$ cat config.mk
export PLATFORM = sky130hd
export DESIGN_NAME = dual_issue_packer
export DESIGN_NICKNAME = d
export VERILOG_FILES = /design/src/rtl/pack_pkg.sv /design/src/rtl/pack_pair_rule.sv /design/src/rtl/pack_out_reg.sv /design/src/rtl/dual_issue_packer.sv
export SDC_FILE = /design/constraint.sdc
export NUM_CORES = 1
export LEC_CHECK = 0
export ABC_CLOCK_PERIOD_IN_PS = 2800
export BUFFER_PORTS_ARGS = -buffer_cell sky130_fd_sc_hd__buf_2
export CAP_MARGIN = 20
export CORE_UTILIZATION = 57
export DETAILED_ROUTE_END_ITERATION = 12
export GPL_ROUTABILITY_DRIVEN = 1
export PLACE_DENSITY = 0.82
export SETUP_SLACK_MARGIN = 0.02
export SLEW_MARGIN = 40
export SYNTH_ARGS = -nofsm -noshare
export SYNTH_HDL_FRONTEND = slang
export SYNTH_SLANG_ARGS = --single-unit
$ cat constraint.sdc
create_clock -name clk -period 2.8 [get_ports clk]
set_clock_uncertainty 0.15 [all_clocks]
set_input_delay 0.42 -clock clk [delete_from_list [all_inputs] [get_ports clk]]
set_output_delay 0.42 -clock clk [all_outputs]
set_load 0.05 [all_outputs]
$ cat src/rtl/pack_pkg.sv
package pack_pkg;

    parameter int unsigned REG_W = 5;
    parameter int unsigned TAG_W = 8;
    parameter int unsigned NSLOT = 2;

    typedef enum logic [1:0] {
        CLS_ALU    = 2'b00,
        CLS_BRANCH = 2'b01,
        CLS_LOAD   = 2'b10,
        CLS_STORE  = 2'b11
    } op_class_e;

    typedef struct packed {
        logic [TAG_W-1:0] tag;
        logic [REG_W-1:0] rs2;
        logic [REG_W-1:0] rs1;
        logic [REG_W-1:0] rd;
        op_class_e        cls;
    } insn_t;

    localparam int unsigned INSN_W = $bits(insn_t);
    localparam int unsigned SLOT_A = 0;
    localparam int unsigned SLOT_B = 1;

endpackage

$ cat src/rtl/pack_pair_rule.sv
module pack_pair_rule
    import pack_pkg::*;
(
    input  op_class_e        head_cls,
    input  logic [REG_W-1:0] head_rd,
    input  op_class_e        nxt_cls,
    input  logic [REG_W-1:0] nxt_rd,
    input  logic [REG_W-1:0] nxt_rs1,
    input  logic [REG_W-1:0] nxt_rs2,
    output logic             pair_ok
);
    localparam int unsigned NSRC = 2;

    logic [REG_W-1:0] src_reg [NSRC];
    logic [NSRC-1:0]  src_used;
    logic [NSRC-1:0]  src_hit;
    logic             head_alu;
    logic             nxt_mem;
    logic             raw_hit;
    logic             waw_hit;

    assign src_reg[0]  = nxt_rs1;
    assign src_reg[1]  = nxt_rs2;
    assign src_used[0] = 1'b1;
    assign src_used[1] = (nxt_cls == CLS_STORE);

    for (genvar g = 0; g < NSRC; g++) begin : g_src
        assign src_hit[g] = src_used[g] && (src_reg[g] == head_rd);
    end

    assign head_alu = (head_cls == CLS_ALU);
    assign nxt_mem  = (nxt_cls == CLS_LOAD) || (nxt_cls == CLS_STORE);
    assign raw_hit  = head_alu && (|src_hit);
    assign waw_hit  = head_alu && (nxt_cls == CLS_LOAD) && (nxt_rd == head_rd);
    assign pair_ok  = head_alu && nxt_mem && !raw_hit && !waw_hit;

endmodule

$ cat src/rtl/pack_out_reg.sv
module pack_out_reg #(
    parameter int unsigned W     = 8,
    parameter int unsigned SLOTS = 2
) (
    input  logic             clk,
    input  logic             rst_n,
    input  logic             load_i,
    input  logic             fill_i,
    input  logic [SLOTS-1:0] v_i,
    input  logic [W-1:0]     d_i [SLOTS],
    output logic             pkt_valid_o,
    output logic [SLOTS-1:0] v_o,
    output logic [W-1:0]     d_o [SLOTS]
);
    always_ff @(posedge clk) begin
        if (!rst_n) begin
            pkt_valid_o <= 1'b0;
        end else if (load_i) begin
            pkt_valid_o <= fill_i;
        end
    end

    for (genvar g = 0; g < SLOTS; g++) begin : g_slot
        always_ff @(posedge clk) begin
            if (!rst_n) begin
                v_o[g] <= 1'b0;
                d_o[g] <= '0;
            end else if (load_i) begin
                v_o[g] <= fill_i & v_i[g];
                if (fill_i) begin
                    d_o[g] <= d_i[g];
                end
            end
        end
    end

    // A packet on the output always carries at least one real slot
    assert_slot_present_R3: assert property (@(posedge clk) disable iff (!rst_n)
        pkt_valid_o |-> (|v_o));

endmodule

$ cat src/rtl/dual_issue_packer.sv
module dual_issue_packer
    import pack_pkg::*;
(
    input  logic              clk,
    input  logic              rst_n,
    input  logic              in_valid,
    output logic              in_ready,
    input  logic [INSN_W-1:0] in_desc,
    output logic              out_valid,
    input  logic              out_ready,
    output logic              out_a_valid,
    output logic [INSN_W-1:0] out_a_desc,
    output logic              out_b_valid,
    output logic [INSN_W-1:0] out_b_desc
);
    typedef enum logic {
        ST_EMPTY = 1'b0,
        ST_HELD  = 1'b1
    } fill_state_e;

    fill_state_e state_q, state_d;
    insn_t       held_q, held_d;
    insn_t       in_insn;
    logic        pair_ok;
    logic        out_load;
    logic        out_fill;
    logic [NSLOT-1:0]  slot_v;
    logic [INSN_W-1:0] slot_d [NSLOT];
    logic [NSLOT-1:0]  reg_v;
    logic [INSN_W-1:0] reg_d [NSLOT];

    assign in_insn = insn_t'(in_desc);

    pack_pair_rule u_rule (
        .head_cls (held_q.cls),
        .head_rd  (held_q.rd),
        .nxt_cls  (in_insn.cls),
        .nxt_rd   (in_insn.rd),
        .nxt_rs1  (in_insn.rs1),
        .nxt_rs2  (in_insn.rs2),
        .pair_ok  (pair_ok)
    );

    // State register
    always_ff @(posedge clk) begin
        if (!rst_n) begin
            state_q <= ST_EMPTY;
            held_q  <= '0;
        end else begin
            state_q <= state_d;
            held_q  <= held_d;
        end
    end

    // Next state and packet formation
    always_comb begin
        out_load        = !out_valid || out_ready;
        in_ready        = out_load;
        state_d         = state_q;
        held_d          = held_q;
        out_fill        = 1'b0;
        slot_v          = '0;
        slot_d[SLOT_A]  = held_q;
        slot_d[SLOT_B]  = held_q;
        unique case (state_q)
            ST_EMPTY: begin
                if (in_valid && out_load) begin
                    state_d = ST_HELD;
                    held_d  = in_insn;
                end
            end
            ST_HELD: begin
                if (out_load) begin
                    out_fill = 1'b1;
                    if (in_valid && pair_ok) begin
                        slot_v         = '1;
                        slot_d[SLOT_B] = in_insn;
                        state_d        = ST_EMPTY;
                    end else begin
                        if (held_q.cls[1]) begin
                            slot_v[SLOT_B] = 1'b1;
                        end else begin
                            slot_v[SLOT_A] = 1'b1;
                        end
                        if (in_valid) begin
                            held_d = in_insn;
                        end else begin
                            state_d = ST_EMPTY;
                        end
                    end
                end
            end
        endcase
    end

    pack_out_reg #(.W(INSN_W), .SLOTS(NSLOT)) u_out (
        .clk         (clk),
        .rst_n       (rst_n),
        .load_i      (out_load),
        .fill_i      (out_fill),
        .v_i         (slot_v),
        .d_i         (slot_d),
        .pkt_valid_o (out_valid),
        .v_o         (reg_v),
        .d_o         (reg_d)
    );

    assign out_a_valid = reg_v[SLOT_A];
    assign out_b_valid = reg_v[SLOT_B];
    assign out_a_desc  = reg_d[SLOT_A];
    assign out_b_desc  = reg_d[SLOT_B];

    // Output-side views for the checks below
    insn_t pa, pb;
    assign pa = insn_t'(out_a_desc);
    assign pb = insn_t'(out_b_desc);

    assert_stall_hold_R8: assert property (@(posedge clk) disable iff (!rst_n)
        (out_valid && !out_ready) |=> (out_valid && $stable(out_a_valid) && $stable(out_b_valid)
                                       && $stable(out_a_desc) && $stable(out_b_desc)));

    assert_stall_no_take_R8: assert property (@(posedge clk) disable iff (!rst_n)
        (out_valid && !out_ready) |-> !in_ready);

    assert_slot_a_type_R3: assert property (@(posedge clk) disable iff (!rst_n)
        (out_valid && out_a_valid) |-> !pa.cls[1]);

    assert_slot_b_type_R3: assert property (@(posedge clk) disable iff (!rst_n)
        (out_valid && out_b_valid) |-> pb.cls[1]);

    assert_branch_alone_R4: assert property (@(posedge clk) disable iff (!rst_n)
        (out_valid && out_a_valid && pa.cls == CLS_BRANCH) |-> !out_b_valid);

    assert_no_raw_R5: assert property (@(posedge clk) disable iff (!rst_n)
        (out_valid && out_a_valid && out_b_valid) |->
            (pb.rs1 != pa.rd) && !(pb.cls == CLS_STORE && pb.rs2 == pa.rd));

    assert_no_waw_R6: assert property (@(posedge clk) disable iff (!rst_n)
        (out_valid && out_a_valid && out_b_valid && pb.cls == CLS_LOAD) |-> (pb.rd != pa.rd));

endmodule

==> impl_metrics.toml, run 1 <==
[status]
status = "finished clean"

[clock_network]
post_cts_resize_count = 0
ctsRootBufferMaster = "clkbuf_8"
post-cts-setup-buffers = 0
cts_buffer_depth = 2
ctsHoldBuffers = 0
htree_num_levels = 3
clk_pin_slew_ns = 0.08
cts.sinks = 79
tritoncts.num_buffers = 9
cts_tree = "yes"
worst_skew_pair.late_latency_ns = 0.35

[logic_synthesis]
synth.cell_area_um2 = 3350
post_synth.cell_area_avg_um2 = 8.80
yosysWarningCount = 0
cell_with_the_most_instances_after_synthesis = "nand2_1"
ys_top_cells_by_area = "dfxtp_1, mux2i_1, nand2_1"
synthTopCellsByCount = "nand2_1, dfxtp_1, mux2i_1"
synthDistinctLibCells = 26
synth_edf_count = 0
synth_top_area_cell = "dfxtp_1"
synth_nets = 410
dominantRegCellSynth = "dfxtp_1"
syn-instance-count = 381
synthDominantCellAreaShare_pct = 47.1
yosys_register_bits = 79
asyncSetResetFlopFracSynth_pct = 0
synth_seq_area_share_pct = 47.1

[power]
max-vdd-ir-drop_uv = 348
power.static_leakage_uw = 0.00190
power_per_cell_area_nw_per_um2 = 633

[timing]
clock.fmax_mhz = 430
max_slew.worst_pin.slew_ns = 0.573
slew_headroom_pct = 61.7
period_minus_slack_ns = 2.33
setup-violations-final = 0
grt_setup_unrepaired = "false"
final.period_utilization_pct = 83.1
drv_slew = 0
totalNegativeSetupSlack_ns = 0
timing_hold_violations_final = 0

[setup_path]
r2r_setup_slack_ns = 0.47
timing.critical_path.cells = "nor2b_1 > a2111oi_1 > nand4_1 > nand4_1 > buf_4 > mux2i_1 > a21oi_1"
critical-path-max-stage-delay_ns = 0.53
worst-endpoint-arrival_ns = 2.39
critical_path.startpoint_type = "flip-flop"
crit_slowest_cell = "dfxtp_1"
crit_path_end_kind = "flip-flop"
critPathRequiredTime_ns = 2.86
critPathMaxFanout = 12
cp_common_cell = "nand4_1"
path_class = "reg2reg"

[floorplanning]
initial_core_util_pct = 60.2
floorplan.die.height_um = 78.7
die-area_um2 = 6200
io_pins = 83
chipWidth_um = 78.7
num_rows = 27
design.core.area_um2 = 5570

[grt]
grt_first_pass_wirelength_um = 12500
globalRouteOverflowTotal = 0
largest_net_degree_at_the_start_of_global_routing = 105
first_global_vias = 2694
grt_antenna_before_repair = 0
grt_usage_pct = 26.3

[routing]
avgViaCountPerCell = 5.29
routed_wire_length_per_instance_um = 14.0
final_antenna_net_count = 0
total_wirelength_um = 7420
drtIter0Drc = 186
dr.pass1.iters = 4
detail_route.drc_violations = 0
via_count = 2793

[final_layout]
insertedDiodeCount = 0
layout.cells.non_filler = 528
flow.area_growth_from_synthesis_pct = 18.7
final_nets = 480
share_of_layout_cells_above_drive_strength_1_pct = 23.9

[job]
cap_viol_max_count = 0

[place]
hpwl_um = 5050
numPlacedInstances = 512
numPortBuffers = 82
gp_congestion = 0.782

[hold_path]
hp-class = "in2reg"
## sequential cells by signal, indices dropped and copies added (netlist names)
signal and cells:
held_q 25, u_out.v_o 2, state_q 1, u_out.pkt_valid_o 1, u_out.d_o 50
## layer usage
| layer | global-route usage, % | vias up | part of all wire, % |
|---|---|---|---|
| li1 | - | 1411 | - |
| met1 | 30.6 | 1285 | 41 |
| met2 | 44.7 | 77 | 50 |
| met3 | 6.09 | 20 | 5.8 |
| met4 | 13.7 | 0 | 2.7 |
| met5 | 0 | - | 0 |
## stage by stage
step | util, % | hold WS [ns] | instance area [µm²] | total power, µW | setup WS [ns]
2_1_floorplan | - | 0.298 | 3350 | 1590 | 0.588
3_3_place_gp | 67.9 | 0.297 | 3780 | 1690 | 0.578
3_5_place_dp | 67.9 | 0.305 | 3780 | 1710 | 0.485
4_1_cts | 71.4 | 0.157 | 3980 | 2530 | 0.528
5_1_grt | 71.4 | 0.179 | 3980 | 2620 | 0.300
6_report | 71.4 | 0.162 | 3980 | 2520 | 0.473
## cell type report
| class | count | area [µm²] |
|---|---|---|
| repair buffers | 91 | 503 |
| clock buffers | 10 | 138 |
| inverters | 7 | 26.3 |
| flip-flops and latches | 79 | 1580 |
| clock inverters | 6 | 60.1 |
| multi-input cells | 263 | 1580 |
| well taps | 72 | 90.1 |
| fillers | 423 | 1590 |
## critical path: cells and delay by family (launching register included)
kind | cells | cell delay [ns]
flops | 1 | 0.53
compound gates | 2 | 0.51
simple gates | 3 | 0.45
buf+inv | 1 | 0.29
mux | 1 | 0.25
## cells in the final DEF (no fill, tap or decap), types with 3 or more instances in the layout
master / n
a21boi_0: 26
a21oi_1: 26
buf_2: 82
buf_4: 7
clkbuf_8: 10
clkinv_2: 3
dfxtp_1: 79
inv_1: 7
mux2i_1: 48
nand2_1: 104
nor2_1: 3
nor2b_1: 4
o21ai_0: 26
xnor2_1: 5
xor2_1: 7
## worst paths after layout
path                                   start                    endpoint  cells past startpoint
setup reg to reg      held_q[3]$_SDFFE_PN0P_   u_out.d_o[5]$_SDFFE_PN0P_                      7
hold reg to reg   u_out.d_o[29]$_SDFFE_PN0P_  u_out.d_o[29]$_SDFFE_PN0P_                      2
hold / removal                   in_desc[17]     held_q[17]$_SDFFE_PN0P_                      3
setup / recovery      held_q[3]$_SDFFE_PN0P_   u_out.d_o[5]$_SDFFE_PN0P_                      7
## cells by family (layout without fill, tap and decap cells)
logic type / after synthesis / in the layout / synth area share [%]
AND/OR/NAND/NOR: 120 / 120 / 14.2
AO/OA/AOI/OAI: 83 / 83 / 15.1
flip-flops: 79 / 79 / 47.1
multiplexers: 48 / 48 / 14.3
buffers and inverters: 39 / 114 / 6.15
XOR/XNOR: 12 / 12 / 3.13
## where the power goes
| part | internal, µW | leakage [µW] | switching (µW) |
|---|---|---|---|
| combinational | 143 | 0.00116 | 302 |
| clock | 431 | 0.0000981 | 407 |
| sequential | 1190 | 0.000647 | 49.0 |
| total | 1760 | 0.00190 | 757 |
(Power assumes the default switching activity.)
==> run 2: changes to the inputs <==
Settings changed: ABC_CLOCK_PERIOD_IN_PS 2800 to 1950, CORE_UTILIZATION 57 to 48, PLACE_DENSITY 0.82 to 0.73.
Clock period 2.8 ns to 1.95 ns, I/O delays scaled along.
==> run 2 against run 1 <==
  * The flow now finishes with violations (negative setup slack)
  * First-iteration DRC count fell by 10%
  * Worst setup slack got worse by 0.59 ns
  * Sequential power rose by 43%
  * Hold slack got worse by 0.12 ns
  * Routed wire length grew 4.6%
  * Clock-buffer cell count unchanged
  * Global-route usage down 4.4 points
  * Maximum frequency up 13%
  * Critical endpoint is now held_q[22]$_SDFFE_PN0P_
  * Largest cell class unchanged
  * Highest routed layer unchanged
==> impl_metrics.toml, run 2 (same netlist as run 1, synthesis figures left out) <==
[routing]
drtIter0Drc = 167
avgViaCountPerCell = 5.11
dr.pass1.iters = 6
routed_wire_length_per_instance_um = 13.8
detail_route.drc_violations = 0
final_antenna_net_count = 0
total_wirelength_um = 7760
via_count = 2871

[power]
power.static_leakage_uw = 0.00204
power_per_cell_area_nw_per_um2 = 826
max-vdd-ir-drop_uv = 545

[timing]
final.setup.worst_slack_ns = -0.118
max_slew.worst_pin.slew_ns = 0.376
totalNegativeSetupSlack_ns = -2.27
timing_hold_violations_final = 0
worst_hold_slack_ns = 0.0388
slew_headroom_pct = 75.0
setup-violations-final = 44
drv_slew = 0
clock.fmax_mhz = 484
period_minus_slack_ns = 2.07
grt_setup_unrepaired = "true"
final.period_utilization_pct = 106

[grt]
grt_first_pass_wirelength_um = 12600
first_global_vias = 2629
grt_usage_pct = 21.9
globalRouteOverflowTotal = 0
grt_antenna_before_repair = 0
largest_net_degree_at_the_start_of_global_routing = 105

[place]
gp_congestion = 0.826
numPlacedInstances = 541
place_ws_ns = -0.163
numPortBuffers = 82
hpwl_um = 5170

[setup_path]
worst-endpoint-arrival_ns = 2.20
path_class = "reg2reg"
critPathRequiredTime_ns = 2.08
critPathMaxFanout = 16
crit_path_end_kind = "flip-flop"
critical_path.startpoint_type = "flip-flop"

[final_layout]
highest_count_cells_in_the_layout_ignoring_fill_and_taps = "nand2_1, buf_2, dfxtp_1"
flow.area_growth_from_synthesis_pct = 29.7
sequential_cell_area_um2 = 1600
layout.cells.non_filler = 562
largest_register = "u_out.d_o"
largest_register_ffs = 50
share_of_layout_cells_above_drive_strength_1_pct = 31.5
multi_input_comb_area_um2 = 1660
final_nets = 506
utilization_pct = 64.4
insertedDiodeCount = 0
nFillCells = 556
reg.largest.list = "u_out.d_o x50, held_q x25, u_out.v_o x2"
layout.cells.most_common = "nand2_1"

[floorplanning]
io_pins = 83
chipWidth_um = 85.6
initial_core_util_pct = 49.6
floorplan.die.height_um = 85.6
design.core.area_um2 = 6760
num_rows = 30
die-area_um2 = 7330

[clock_network]
ctsRootBufferMaster = "clkbuf_8"
cts.sinks = 79
worst_skew_pair.late_latency_ns = 0.35
clk_pin_slew_ns = 0.08
tritoncts.num_buffers = 9
cts_buffer_depth = 2
htree_num_levels = 3
ctsHoldBuffers = 0
cts_tree = "yes"

[job]
cap_viol_max_count = 0

[hold_path]
hp-class = "in2reg"

[status]
status = "complete, but fails checks"
violations_in_the_final_reports = "negative setup slack"
run 2: cell count changes in the layout (fill, tap and decap cells not counted), sizes merged:
cell      delta
bufinv       -1
buf         +26
clkinvlp     +1
run 2: area by class of cell:
| cell class | instances | share of cell area, % |
|---|---|---|
| multi-input cells | 263 | 38.2 |
| clock inverters | 6 | 0.863 |
| flip-flops and latches | 79 | 36.7 |
| repair buffers | 117 | 18.5 |
| well taps | 80 | 2.30 |
| clock buffers | 10 | 2.93 |
| inverters | 7 | 0.604 |
run 2: timing repair:
action                     in CTS  in global routing
setup buffers                   1                  3
gates resized for setup         8                 22
setup endpoints to repair      50                 52
pin swaps                       7                 17
gates cloned                    1                  0
run 2: per-layer routing:
layer,global-route usage (%),wire length (µm)
met5,0,0
met2,34.7,3650
met3,6.16,353
met1,28.2,3570
met4,8.94,186
run 2: critical path, stage by stage, from the launching register on:
cell	delay, ns
dfxtp_4	0.37
buf_6	0.11
xor2_1	0.13
nor3_1	0.07
nand3_1	0.09
nand4_1	0.20
buf_12	0.21
o211ai_4	0.22
buf_12	0.21
mux2i_1	0.22
run 2: worst paths after layout:
check                              from                          to  slack (ns)  cells past startpoint
min                         in_desc[21]     held_q[21]$_SDFFE_PN0P_        0.04                      3
max              held_q[6]$_SDFFE_PN0P_     held_q[22]$_SDFFE_PN0P_       -0.12                      9
min reg2reg  u_out.d_o[34]$_SDFFE_PN0P_  u_out.d_o[34]$_SDFFE_PN0P_        0.31                      2
max reg2reg      held_q[6]$_SDFFE_PN0P_     held_q[22]$_SDFFE_PN0P_       -0.12                      9
run 2: metrics by stage:
stage / total power [µW] / area [µm²]
after floorplan: 2290 / 3360
after global placement: 2510 / 4040
final: 3600 / 4350
after CTS: 3570 / 4240
after global routing: 3760 / 4350
after detailed placement: 2520 / 4040
run 2: power by group:
part / switching (µW) / internal (µW)
registers: 61.9 / 1710
logic: 472 / 291
clock network: 609 / 455
==> run 3: changes to the inputs <==
Settings changed: CORE_UTILIZATION 48 to 49, SYNTH_HIERARCHICAL set to 1.
==> run 3 against run 2 <==
  * The flow still finishes with violations (negative setup slack)
  * Via count is 13% higher
  * Die area grew 8.8%
  * Maximum frequency decreased by 5.3%
  * Core utilization fell by 0.29 points
  * Final area grew 7.4%
  * Highest routed layer unchanged
  * Critical path type unchanged
  * Routed wire length increased by 13%
  * Clock-buffer cell count rose by 1
  * Flip-flop and latch count unchanged
  * Clock power about the same
==> impl_metrics.toml, run 3 <==
[final_layout]
highest_count_cells_in_the_layout_ignoring_fill_and_taps = "nand2_1, buf_2, dfxtp_1"
insertedDiodeCount = 0
largest_register_ffs = 50
share_of_layout_cells_above_drive_strength_1_pct = 36.3
flow.area_growth_from_synthesis_pct = 25.3
layout.cells.most_common = "nand2_1"
largest_register = "u_out/d_o"
utilization_pct = 64.1
final_nets = 539
reg.largest.list = "u_out/d_o x50, held_q x25, u_out/v_o x2"

[routing]
drtIter0Drc = 169
total_wirelength_um = 8790
avgViaCountPerCell = 5.29
dr.pass1.iters = 4
detail_route.drc_violations = 0
routed_wire_length_per_instance_um = 14.3
via_count = 3248
final_antenna_net_count = 0

[timing]
clock.fmax_mhz = 458
timing_hold_violations_final = 0
max_slew.worst_pin.slew_ns = 0.400
final.setup.worst_slack_ns = -0.234
slew_headroom_pct = 73.3
totalNegativeSetupSlack_ns = -8.80
final.period_utilization_pct = 112
setup-violations-final = 51
grt_setup_unrepaired = "true"
drv_slew = 0
period_minus_slack_ns = 2.18

[power]
power_per_cell_area_nw_per_um2 = 745
max-vdd-ir-drop_uv = 333
power.total_uw = 3480
power.static_leakage_uw = 0.00208

[setup_path]
crit-reg2reg-launch = "held_q[5]$_SDFFE_PN0P_"
reg_to_reg_end = "u_out/d_o[13]$_SDFFE_PN0P_"
critPathRequiredTime_ns = 2.04
critPathMaxFanout = 7
worst-endpoint-arrival_ns = 2.27
r2r_setup_slack_ns = -0.23
timing.critical_path.cells = "xor2_1 > nor4_1 > and3_1 > nor4_4 > nand4_4 > buf_12 > mux2_4 > nand4_1 > o21ai_1"
critical_path.startpoint_type = "flip-flop"
crit_path_end_kind = "flip-flop"
critical-path-max-stage-delay_ns = 0.39
path_class = "reg2reg"
timing.reg2reg.worst_path_depth = 9
crit_slowest_cell = "dfxtp_4"

[clock_network]
ctsHoldBuffers = 0
htree_num_levels = 3
clk_pin_slew_ns = 0.08
cts_tree = "yes"
ctsRootBufferMaster = "clkbuf_8"
worst_skew_pair.late_latency_ns = 0.35
tritoncts.num_buffers = 9
cts.sinks = 79
cts_buffer_depth = 2

[logic_synthesis]
synth_nets = 445
synth_seq_area_share_pct = 42.4
synthDominantCellAreaShare_pct = 42.4
synth.cell_area_um2 = 3730
synthDistinctLibCells = 30
cell_with_the_most_instances_after_synthesis = "nand2_1"
syn-instance-count = 416
yosys_register_bits = 79
synth_top_area_cell = "dfxtp_1"
dominantRegCellSynth = "dfxtp_1"
post_synth.cell_area_avg_um2 = 8.97
synthTopCellsByCount = "nand2_1, dfxtp_1, nand4_1, o21ai_1"
synth_edf_count = 0
yosysWarningCount = 6
ys_top_cells_by_area = "dfxtp_1, nand2_1, nand4_1"
asyncSetResetFlopFracSynth_pct = 0

[place]
place_ws_ns = -0.290
gp_congestion = 0.837
numPortBuffers = 82
hpwl_um = 5980

[floorplanning]
initial_core_util_pct = 51.2
die-area_um2 = 7970
io_pins = 83
floorplan.die.height_um = 89.3
design.core.area_um2 = 7290
chipWidth_um = 89.3
num_rows = 31

[hold_path]
worstHoldPathCells = 3
hp-class = "in2reg"
worst_hold_path.endpoint = "held_q[19]$_SDFFE_PN0P_"
min-delay-start = "in_desc[19]"

[job]
cap_viol_max_count = 0

[grt]
grt_usage_pct = 22.5
globalRouteOverflowTotal = 0
grt_first_pass_wirelength_um = 13700
first_global_vias = 2783
grt_antenna_before_repair = 0
largest_net_degree_at_the_start_of_global_routing = 44

[status]
violations_in_the_final_reports = "negative setup slack"
status = "complete, but fails checks"
-- run 3: cell count changes after synthesis, sizes merged, moves of 4 or more --
cell and change:
inv -5, o21ai +26, a21boi -26, clkbuf -15, nand4 +50, a21oi -24, buf +23, nor2b -4
mux2 +25, mux2i -23
-- run 3: per-stage QoR --
stage               instance area (µm²)  std cells  hold WS (ns)
global route                       4680        614        0.0359
global placement                   4380        593         0.284
CTS                                4630        612        0.0293
finish                             4680        614        0.0451
floorplan                          3770        416         0.274
detailed placement                 4380        593         0.289
-- run 3: worst max path at each step --
stage | from | to | depth (start not counted)
6_report | held_q[5]$_SDFFE_PN0P_ | u_out/d_o[13]$_SDFFE_PN0P_ | 9
4_1_cts | held_q[3]$_SDFFE_PN0P_ | u_out/d_o[13]$_SDFFE_PN0P_ | 9
2_1_floorplan | held_q[5]$_SDFFE_PN0P_ | u_out/d_o[0]$_SDFFE_PN0P_ | 9
5_1_grt | held_q[3]$_SDFFE_PN0P_ | u_out/d_o[9]$_SDFFE_PN0P_ | 9
3_5_place_dp | in_desc[12] | u_out/d_o[13]$_SDFFE_PN0P_ | 10
3_3_place_gp | in_desc[12] | u_out/d_o[13]$_SDFFE_PN0P_ | 10
-- run 3: power breakdown --
group	internal [µW]	switching (µW)	total, µW	leakage (µW)
registers	1680	57.1	1740	0.000646
clock network	495	588	1080	0.0000853
logic	278	383	661	0.00135
-- run 3: kinds of logic (layout without fill, tap and decap cells) --
family	count (synthesis)	after routing	synth area share, %
XOR/XNOR	15	15	3.52
buffers and inverters	42	141	8.68
AO/OA/AOI/OAI	56	56	8.45
AND/OR/NAND/NOR	174	174	22.7
flip-flops	79	79	42.4
multiplexers	50	50	14.2
-- run 3: per-layer routing --
metal | track usage [%] | part of all wire, % | vias to the layer above
met2 | 33.5 | 47 | 85
li1 | - | - | 1638
met4 | 8.51 | 1.3 | 0
met1 | 32.4 | 48 | 1514
met5 | 0 | 0 | -
met3 | 4.06 | 4.1 | 11
-- run 3: final cells by class --
type | count | area, µm²
Fill cell | 631 | 2620
Clock inverter | 5 | 33.8
Timing Repair Buffer | 123 | 877
Inverter | 2 | 7.51
Sequential cell | 79 | 1600
Clock buffer | 11 | 141
Multi-Input combinational cell | 295 | 1890
Tap cell | 99 | 124
-- run 3: critical path: cells and delay by family (launching register included) --
| kind | cells | cell delay [ns] |
|---|---|---|
| AO/OA/AOI/OAI | 1 | 0.08 |
| XOR/XNOR | 1 | 0.15 |
| buffers and inverters | 1 | 0.20 |
| flip-flops | 1 | 0.39 |
| multiplexers | 1 | 0.29 |
| AND/OR/NAND/NOR | 5 | 0.80 |
-- run 3: repair_timing --
action                                  in CTS  in global routing
endpoints found under the setup margin      52                 54
pin swaps                                    3                  5
buffers inserted                             3                  1
resized for setup                           15                  7
cloned                                       0                  1
endpoints found under the hold margin        0                  0
